### src/rtl/unavail_pkg.sv
package unavail_pkg;
  typedef struct packed {
    logic ses;
    logic es;
  } sec_flags_t;
endpackage

### src/rtl/usa_run_detector.sv
module usa_run_detector #(
  parameter int WIN = 10
) (
  input  logic clk,
  input  logic rst,
  input  logic step,
  input  logic ses,
  output logic unavail_q,
  output logic unavail_d
);
  localparam int RUN_W = $clog2(WIN + 1);

  logic [RUN_W-1:0] run_q;
  logic             qualifies;
  logic             run_done;

  // A second extends the run when it argues for leaving the current state.
  assign qualifies = unavail_q ? ~ses : ses;
  assign run_done  = qualifies && (run_q == RUN_W'(WIN - 1));
  assign unavail_d = (step && run_done) ? ~unavail_q : unavail_q;

  always_ff @(posedge clk) begin
    if (rst) begin
      run_q     <= '0;
      unavail_q <= 1'b0;
    end else if (step) begin
      unavail_q <= unavail_d;
      if (!qualifies || run_done) run_q <= '0;
      else                        run_q <= run_q + RUN_W'(1);
    end
  end


  alarm_hold_chk: assert property (@(posedge clk) disable iff (rst)
    !step |=> $stable(unavail_q) && $stable(run_q));


  run_bound_chk: assert property (@(posedge clk) disable iff (rst)
    run_q < RUN_W'(WIN));
endmodule

### src/rtl/usa_history_window.sv
module usa_history_window
  import unavail_pkg::*;
#(
  parameter int DEPTH = 10
) (
  input  logic       clk,
  input  logic       rst,
  input  logic       push,
  input  sec_flags_t din,
  output sec_flags_t oldest,
  output logic       oldest_valid
);
  sec_flags_t       stage_q [DEPTH];
  logic [DEPTH-1:0] vld_q;

  always_ff @(posedge clk) begin
    if (rst) begin
      vld_q <= '0;
      for (int i = 0; i < DEPTH; i++) stage_q[i] <= '0;
    end else if (push) begin
      vld_q      <= {vld_q[DEPTH-2:0], 1'b1};
      stage_q[0] <= din;
      for (int i = 1; i < DEPTH; i++) stage_q[i] <= stage_q[i-1];
    end
  end

  assign oldest       = stage_q[DEPTH-1];
  assign oldest_valid = vld_q[DEPTH-1];


  fill_hold_chk: assert property (@(posedge clk) disable iff (rst)
    !push |=> $stable(vld_q));


  fill_order_chk: assert property (@(posedge clk) disable iff (rst)
    oldest_valid |-> (vld_q == '1));
endmodule

### src/rtl/usa_sat_counter.sv
module usa_sat_counter #(
  parameter int W = 16
) (
  input  logic         clk,
  input  logic         rst,
  input  logic         inc,
  output logic [W-1:0] cnt
);
  localparam logic [W-1:0] TOP = '1;

  always_ff @(posedge clk) begin
    if (rst)                    cnt <= '0;
    else if (inc && cnt != TOP) cnt <= cnt + W'(1);
  end


  sat_hold_chk: assert property (@(posedge clk) disable iff (rst)
    cnt == TOP |=> cnt == TOP);


  inc_step_chk: assert property (@(posedge clk) disable iff (rst)
    inc && cnt != TOP |=> cnt == $past(cnt) + W'(1));


  idle_hold_chk: assert property (@(posedge clk) disable iff (rst)
    !inc |=> $stable(cnt));
endmodule

### src/rtl/unavail_alarm.sv
module unavail_alarm
  import unavail_pkg::*;
#(
  parameter int WIN   = 10,
  parameter int CNT_W = 16
) (
  input  logic             clk,
  input  logic             rst,
  input  logic             retro_mode,
  input  logic             sec_valid,
  output logic             sec_ready,
  input  logic             sec_ses,
  input  logic             sec_es,
  output logic             alarm,
  output logic             ses_inc,
  output logic             es_inc,
  output logic             uas_inc,
  output logic [CNT_W-1:0] ses_count,
  output logic [CNT_W-1:0] es_count,
  output logic [CNT_W-1:0] uas_count
);
  localparam int NCNT = 3;

  logic       mode_q;
  logic       step;
  logic       unavail_q, unavail_d;
  sec_flags_t old_flags;
  logic       old_valid;
  logic [NCNT-1:0] inc_d, inc_q;
  logic [CNT_W-1:0] count [NCNT];

  assign sec_ready = 1'b1;
  assign step      = sec_valid;

  always_ff @(posedge clk) begin
    if (rst) mode_q <= retro_mode;
  end

  usa_run_detector #(.WIN(WIN)) u_run (
    .clk(clk), .rst(rst), .step(step), .ses(sec_ses),
    .unavail_q(unavail_q), .unavail_d(unavail_d)
  );

  usa_history_window #(.DEPTH(WIN)) u_hist (
    .clk(clk), .rst(rst), .push(step && mode_q),
    .din('{ses: sec_ses, es: sec_es}),
    .oldest(old_flags), .oldest_valid(old_valid)
  );

  // Index 0: SES, 1: ES, 2: unavailable seconds.
  always_comb begin
    if (mode_q) begin
      // The state before this update is the one that governs the leaving entry.
      inc_d[0] = step && old_valid && old_flags.ses && !unavail_q;
      inc_d[1] = step && old_valid && old_flags.es  && !unavail_q;
      inc_d[2] = step && old_valid && unavail_q;
    end else begin
      inc_d[0] = step && sec_ses;
      inc_d[1] = step && sec_es;
      inc_d[2] = step && unavail_d;
    end
  end

  always_ff @(posedge clk) begin
    if (rst) inc_q <= '0;
    else     inc_q <= inc_d;
  end

  for (genvar g = 0; g < NCNT; g++) begin : g_cnt
    usa_sat_counter #(.W(CNT_W)) u_cnt (
      .clk(clk), .rst(rst), .inc(inc_d[g]), .cnt(count[g])
    );
  end

  assign alarm     = unavail_q;
  assign ses_inc   = inc_q[0];
  assign es_inc    = inc_q[1];
  assign uas_inc   = inc_q[2];
  assign ses_count = count[0];
  assign es_count  = count[1];
  assign uas_count = count[2];


  retro_inhibit_chk: assert property (@(posedge clk) disable iff (rst)
    mode_q && uas_inc |-> !ses_inc && !es_inc);


  pulse_origin_chk: assert property (@(posedge clk) disable iff (rst)
    (ses_inc || es_inc || uas_inc) |-> $past(sec_valid));


  mode_hold_chk: assert property (@(posedge clk) disable iff (rst)
    1'b1 |=> $stable(mode_q));
endmodule

### config.mk
export PLATFORM = sky130hd
export DESIGN_NAME = unavail_alarm
export DESIGN_NICKNAME = d
export VERILOG_FILES = /design/src/rtl/unavail_pkg.sv /design/src/rtl/usa_run_detector.sv /design/src/rtl/usa_history_window.sv /design/src/rtl/usa_sat_counter.sv /design/src/rtl/unavail_alarm.sv
export SDC_FILE = /design/constraint.sdc
export NUM_CORES = 1
export LEC_CHECK = 0
export BUFFER_PORTS_ARGS = -buffer_cell sky130_fd_sc_hd__buf_4
export CORE_ASPECT_RATIO = 1.4
export CORE_MARGIN = 2
export CORE_UTILIZATION = 59
export DETAILED_ROUTE_END_ITERATION = 8
export PLACE_DENSITY = 0.79
export SLEW_MARGIN = 10
export SYNTH_ARGS = -nofsm -noshare
export SYNTH_HDL_FRONTEND = slang
export SYNTH_SLANG_ARGS = --single-unit
### constraint.sdc
create_clock -name clk -period 3.7 [get_ports clk]
set_input_delay 0.74 -clock clk [delete_from_list [all_inputs] [get_ports clk]]
set_output_delay 0.74 -clock clk [all_outputs]
set_load 0.1 [all_outputs]
### After elaboration in Yosys (flattened, before gate mapping)

Memories as Yosys holds them, arrays and structs flattened.
Index checks and enable logic that the tools add are counted.

* register bits: 67
* bits in writable memories: 20
* input bits: 6
* memories: 1

* $add $sub $neg: 4
* equality and inequality tests: 4
* multiplexer cells: 19
* bitwise operators: 12
* reduce and logical (&&, ||, !) cells: 18

Memory list
* u_hist.stage_q: depth 10, width 2, rd ports 10, clocked after memory_dff 0, wr ports 10, line usa_history_window.sv:13 `sec_flags_t stage_q [DEPTH];`

Operator list (number)
* adder 16 x 1 -> 16 bit (second input constant): 3
* inequality test 16 bit (second input constant): 3
* 2-to-1 mux 2 bit: 10
* logical AND 1 bit: 15
* OR 1 bit: 10
* 2-to-1 mux 1 bit: 7
* adder 4 x 1 -> 4 bit (second input constant): 1
* equality test 4 bit (second input constant): 1
* 2-to-1 mux 4 bit: 1
* 2-to-1 mux 3 bit: 1
* zero test 1 bit: 2
* NOT 1 bit: 2
* logical OR 1 bit: 1

### Logic depth before layout (Yosys ltp)

* depth in word-level cells: 8
* mapped depth: 9
* depth with buffers taken out: 7

### Modules after synthesis

Synthesis repeated with hierarchy kept, for this count alone.

* cells, all modules: 423
* area total of the unflattened synthesis: 4161.5 µm²

By module, submodules not included
* usa_sat_counter: times used 3, cells each 99, area an instance 848.3 µm², sequential area each 320.3 µm²
* usa_history_window: times used 1, cells each 78, area an instance 1126.1 µm², sequential area each 800.8 µm²
* usa_run_detector: times used 1, cells each 28, area an instance 296.5 µm², sequential area each 100.1 µm²
* unavail_alarm: times used 1, cells each 20, area an instance 193.9 µm², sequential area each 90.1 µm²

### Least setup slack after synthesis

OpenSTA, ideal clock, no wires.

* path kind: register to register
* from: register g_cnt[2].u_cnt.cnt[0]
* to: register g_cnt[2].u_cnt.cnt[1]
* setup time: 128 ps
* arrival time: 2520 ps
* required time: 3572 ps
* path slack: 1053 ps
* stages on the path, launching flop included: 10
* cells stage by stage: dfxtp_1 -> ha_1 -> nand2_1 -> or3_1 -> buf_6 -> o22ai_2 -> buf_6 -> buf_12 -> mux2i_1 -> nor2_1

* cells in the longest elaborated chain, start to end: 2
* elaborated cells on any way between the ends: 3
* those cells by class: add/sub (1); eq/ne (1); reduce/logical (1)

RTL lines
* start: declaration: line usa_sat_counter.sv:7 `output logic [W-1:0] cnt`
* start signal: assignment: line usa_sat_counter.sv:13 `else if (inc && cnt != TOP) cnt <= cnt + W'(1);`
* branches (longest 2 deep; another with adder 16 x 1 -> 16 bit)

Parallel ways; which one is timed is not known.
A chain may end at the register's enable or synchronous reset.

### Worst setup path after layout

Same ends and word-level chain as after synthesis.

==> flow_results.xml <==
<?xml version="1.0" encoding="UTF-8"?>
<metrics>
  <group name="outcome">
    <metric name="run_status" unit="">finished clean</metric>
  </group>
  <group name="synthesis">
    <metric name="ys_types" unit="">59</metric>
    <metric name="post_synth_edffs" unit="">21</metric>
    <metric name="avgSynthCellArea" unit="um^2">9.81</metric>
    <metric name="synth.top_cells.by_area" unit="">dfxtp_1, edfxtp_1, xnor2_1</metric>
    <metric name="synth_async_sr_flop_share" unit="%">0</metric>
    <metric name="yosys_register_bits" unit="">87</metric>
    <metric name="ys_dominant_reg_cell" unit="">dfxtp_1</metric>
    <metric name="synth.yosys.warnings" unit="">0</metric>
    <metric name="post_synth_inst_count" unit="">398</metric>
    <metric name="synth_top_area_share" unit="%">33.9</metric>
    <metric name="yosysTopAreaCell" unit="">dfxtp_1</metric>
    <metric name="mappedNetlistNets" unit="">409</metric>
    <metric name="synthesis.area" unit="mm^2">0.00390</metric>
    <metric name="synth.yosys.seq_area_share" unit="%">50.0</metric>
  </group>
  <group name="timing">
    <metric name="hold_viol" unit="">0</metric>
    <metric name="totalNegativeSetupSlack" unit="ns">0</metric>
    <metric name="setup_viol" unit="">0</metric>
    <metric name="worst_slew_margin_rel" unit="%">47.6</metric>
    <metric name="grt_setup_unrepaired" unit="">no</metric>
    <metric name="min_period_over_period" unit="%">60.2</metric>
    <metric name="timing.clock.skew" unit="ns">0.00827</metric>
    <metric name="maxSlewViolCount" unit="">0</metric>
    <metric name="hold_slack" unit="ns">0.480</metric>
    <metric name="fmax" unit="GHz">0.449</metric>
    <metric name="worst-slew-pin-transition" unit="ns">0.786</metric>
    <metric name="period_minus_slack" unit="ns">2.23</metric>
  </group>
  <group name="worst_setup_path">
    <metric name="critical_path.max_fanout" unit="">20</metric>
    <metric name="worstSetupStartpointType" unit="">flop</metric>
    <metric name="critPathArrivalTime" unit="ns">2.46</metric>
    <metric name="ff2ff_path_depth" unit="">6</metric>
    <metric name="worstSetupPathType" unit="">reg -&gt; reg</metric>
    <metric name="rr_endpoint" unit="">g_cnt[2].u_cnt.cnt[1]$_SDFFE_PP0P_</metric>
    <metric name="crit_path_end_kind" unit="">flop</metric>
    <metric name="timing.rr.start" unit="">g_cnt[2].u_cnt.cnt[0]$_SDFFE_PP0P_</metric>
    <metric name="cp_data_required_time" unit="ns">3.93</metric>
    <metric name="worst-r2r-setup-slack" unit="ns">1.47</metric>
  </group>
  <group name="route">
    <metric name="vias_per_cell" unit="">5.66</metric>
    <metric name="drcViolationCount" unit="">0</metric>
    <metric name="post_drt_wl_per_cell" unit="um">13.6</metric>
    <metric name="vias" unit="">3012</metric>
    <metric name="drt-total-wl" unit="mm">7.23</metric>
    <metric name="drt.antenna.violating_nets" unit="">0</metric>
    <metric name="first_iter_violations" unit="">126</metric>
    <metric name="dr.pass1.iters" unit="">4</metric>
  </group>
  <group name="finish">
    <metric name="post-route-util" unit="%">69.5</metric>
    <metric name="n_antenna_cell" unit="">0</metric>
    <metric name="synthToLayoutAreaGrowth" unit="%">15.5</metric>
    <metric name="layout.cells.most_common" unit="">dfxtp_1</metric>
    <metric name="fillers" unit="">537</metric>
    <metric name="design_area" unit="mm^2">0.00451</metric>
    <metric name="layout.cells.most_common_list" unit="">dfxtp_1, buf_4, nor2_1</metric>
    <metric name="finish.net_count" unit="">464</metric>
    <metric name="layout-drive-gt1-share" unit="%">19.9</metric>
  </group>
  <group name="global_routing">
    <metric name="grt_pass1_vias" unit="">2781</metric>
    <metric name="grt_max_degree" unit="">38</metric>
    <metric name="grt_use_total" unit="%">21.1</metric>
    <metric name="grt_first_pass_wirelength" unit="mm">12.4</metric>
    <metric name="initial_antenna_violation_count" unit="">0</metric>
    <metric name="globalRoute.totalOverflow" unit="">0</metric>
  </group>
  <group name="cts">
    <metric name="cts.sinks" unit="">87</metric>
    <metric name="root_buffer" unit="">clkbuf_8</metric>
    <metric name="cts_post_setup_buffers_inserted" unit="">0</metric>
    <metric name="tritoncts.num_buffers" unit="">9</metric>
    <metric name="hold_buffers" unit="">0</metric>
    <metric name="clock_insertion_delay_worst_skew" unit="ns">0.35</metric>
    <metric name="ctsResizeCount" unit="">0</metric>
    <metric name="number_of_buffers_between_clock_root_and_the_deepest_sink" unit="">2</metric>
    <metric name="htree_levels" unit="">3</metric>
    <metric name="cts.reportedPaths.clkPinSlew" unit="ns">0.09</metric>
    <metric name="cts_tree" unit="">built</metric>
  </group>
  <group name="floorplan">
    <metric name="fp.dieW" unit="um">72.7</metric>
    <metric name="num_rows" unit="">35</metric>
    <metric name="design.portCount" unit="">59</metric>
    <metric name="dieArea" unit="mm^2">0.00729</metric>
    <metric name="core-area" unit="mm^2">0.00648</metric>
    <metric name="initial_core_util" unit="%">60.2</metric>
    <metric name="die_height" unit="um">100</metric>
  </group>
  <group name="placement">
    <metric name="numPortBuffers" unit="">57</metric>
    <metric name="detailedPlacementHpwl" unit="mm">5.09</metric>
    <metric name="routabilityCongestion" unit="">0.826</metric>
    <metric name="place_area" unit="mm^2">0.00434</metric>
  </group>
  <group name="hold_path">
    <metric name="worst_hold_startpoint" unit="">u_hist.vld_q[6]$_SDFFE_PP0P_</metric>
    <metric name="hold_path_end" unit="">u_hist.vld_q[7]$_SDFFE_PP0P_</metric>
    <metric name="hold_path_class" unit="">reg -&gt; reg</metric>
    <metric name="worstHoldPathCells" unit="">1</metric>
  </group>
  <group name="power_and_ir_drop">
    <metric name="power_density" unit="mW/mm^2">367</metric>
    <metric name="power.total" unit="uW">1650</metric>
    <metric name="total_leakage_power" unit="uW">0.00166</metric>
    <metric name="max-vdd-ir-drop" unit="mV">0.311</metric>
  </group>
  <group name="job">
    <metric name="number_of_max_cap_violations" unit="">0</metric>
  </group>
</metrics>
-- where the power goes --
group / switching (uW) / internal (uW) / total (uW)
Combinational: 60.2 / 19.4 / 79.6
Clock: 330 / 242 / 572
Sequential: 9.78 / 993 / 1000
Total: 400 / 1250 / 1650
-- flip-flops by register name, summed over array words and instances (netlist names) --
name and cells:
u_hist.vld_q 10, u_run.unavail_q 1, u_run.run_q 4, inc_q 3
g_cnt.u_cnt.cnt 48, u_hist.stage_q 20, mode_q 1
-- how the worst max path moves through the flow --
stage | startpoint | to | slack [ns]
after floorplan | g_cnt[2].u_cnt.cnt[0]$_SDFFE_PP0P_ | g_cnt[2].u_cnt.cnt[1]$_SDFFE_PP0P_ | 1.05
after global placement | rst | u_hist.stage_q[0][19]$_SDFFCE_PN0P_ | 1.50
after detailed placement | rst | u_hist.stage_q[0][18]$_SDFFCE_PN0P_ | 1.43
after CTS | g_cnt[2].u_cnt.cnt[0]$_SDFFE_PP0P_ | g_cnt[2].u_cnt.cnt[1]$_SDFFE_PP0P_ | 1.46
after global routing | g_cnt[2].u_cnt.cnt[0]$_SDFFE_PP0P_ | g_cnt[2].u_cnt.cnt[1]$_SDFFE_PP0P_ | 1.25
final | g_cnt[2].u_cnt.cnt[0]$_SDFFE_PP0P_ | g_cnt[2].u_cnt.cnt[1]$_SDFFE_PP0P_ | 1.47
-- area by class of cell --
type	instances	area [um^2]	area share [%]
clock inverters	6	37.5	0.833
inverters	13	48.8	1.08
well taps	74	92.6	2.05
flip-flops and latches	87	1950	43.3
repair buffers	59	443	9.83
multi-input cells	283	1810	40.1
clock buffers	10	128	2.83
-- stage by stage --
| stage | cells | setup slack, ns |
|---|---|---|
| floorplan | 398 | 1.05 |
| global placement | 516 | 1.50 |
| detailed placement | 516 | 1.43 |
| CTS | 532 | 1.46 |
| global route | 532 | 1.25 |
| finish | 532 | 1.47 |
-- cells in the mapped netlist (4+ instances only) --
library cell   n
o21ai_0        4
nor3_1        18
xnor2_1       21
a211oi_1       4
o21ai_1       10
nor2b_1        5
dfxtp_1       66
a21oi_2        4
a21oi_1       14
xor2_1         4
clkbuf_1       9
nor2_1        45
and4_1         4
nand3_1       18
inv_1         13
or3_1         13
edfxtp_1      21
ha_1           5
and2_1        22
a22o_1         9
nand2_1       17
nor4_1         8
o21a_1         4
nand4_1        7
-- critical path, stage by stage (launching register included) --
cell	delay (ns)
dfxtp_1	0.41
ha_1	0.22
nand2_1	0.09
or3_1	0.51
o22ai_2	0.59
mux2i_1	0.26
nor2_1	0.05
-- per-layer routing --
metal	vias up	part of all wire, %	track usage [%]
met5	-	0	0
met4	0	1.4	7.41
met3	8	4.3	5.12
met2	57	48	33.6
met1	1407	46	27.8
li1	1540	-	-
-- cell families after synthesis --
logic type	after synthesis	synth area share, %
xor+xnor	25	5.61
flops	87	50.0
fa+ha+maj	5	1.60
simple gates	179	25.1
mux	5	1.35
buf+inv	28	3.72
compound gates	68	12.5
other cells	1	0.0961
Power figures use the tool's default switching activity.
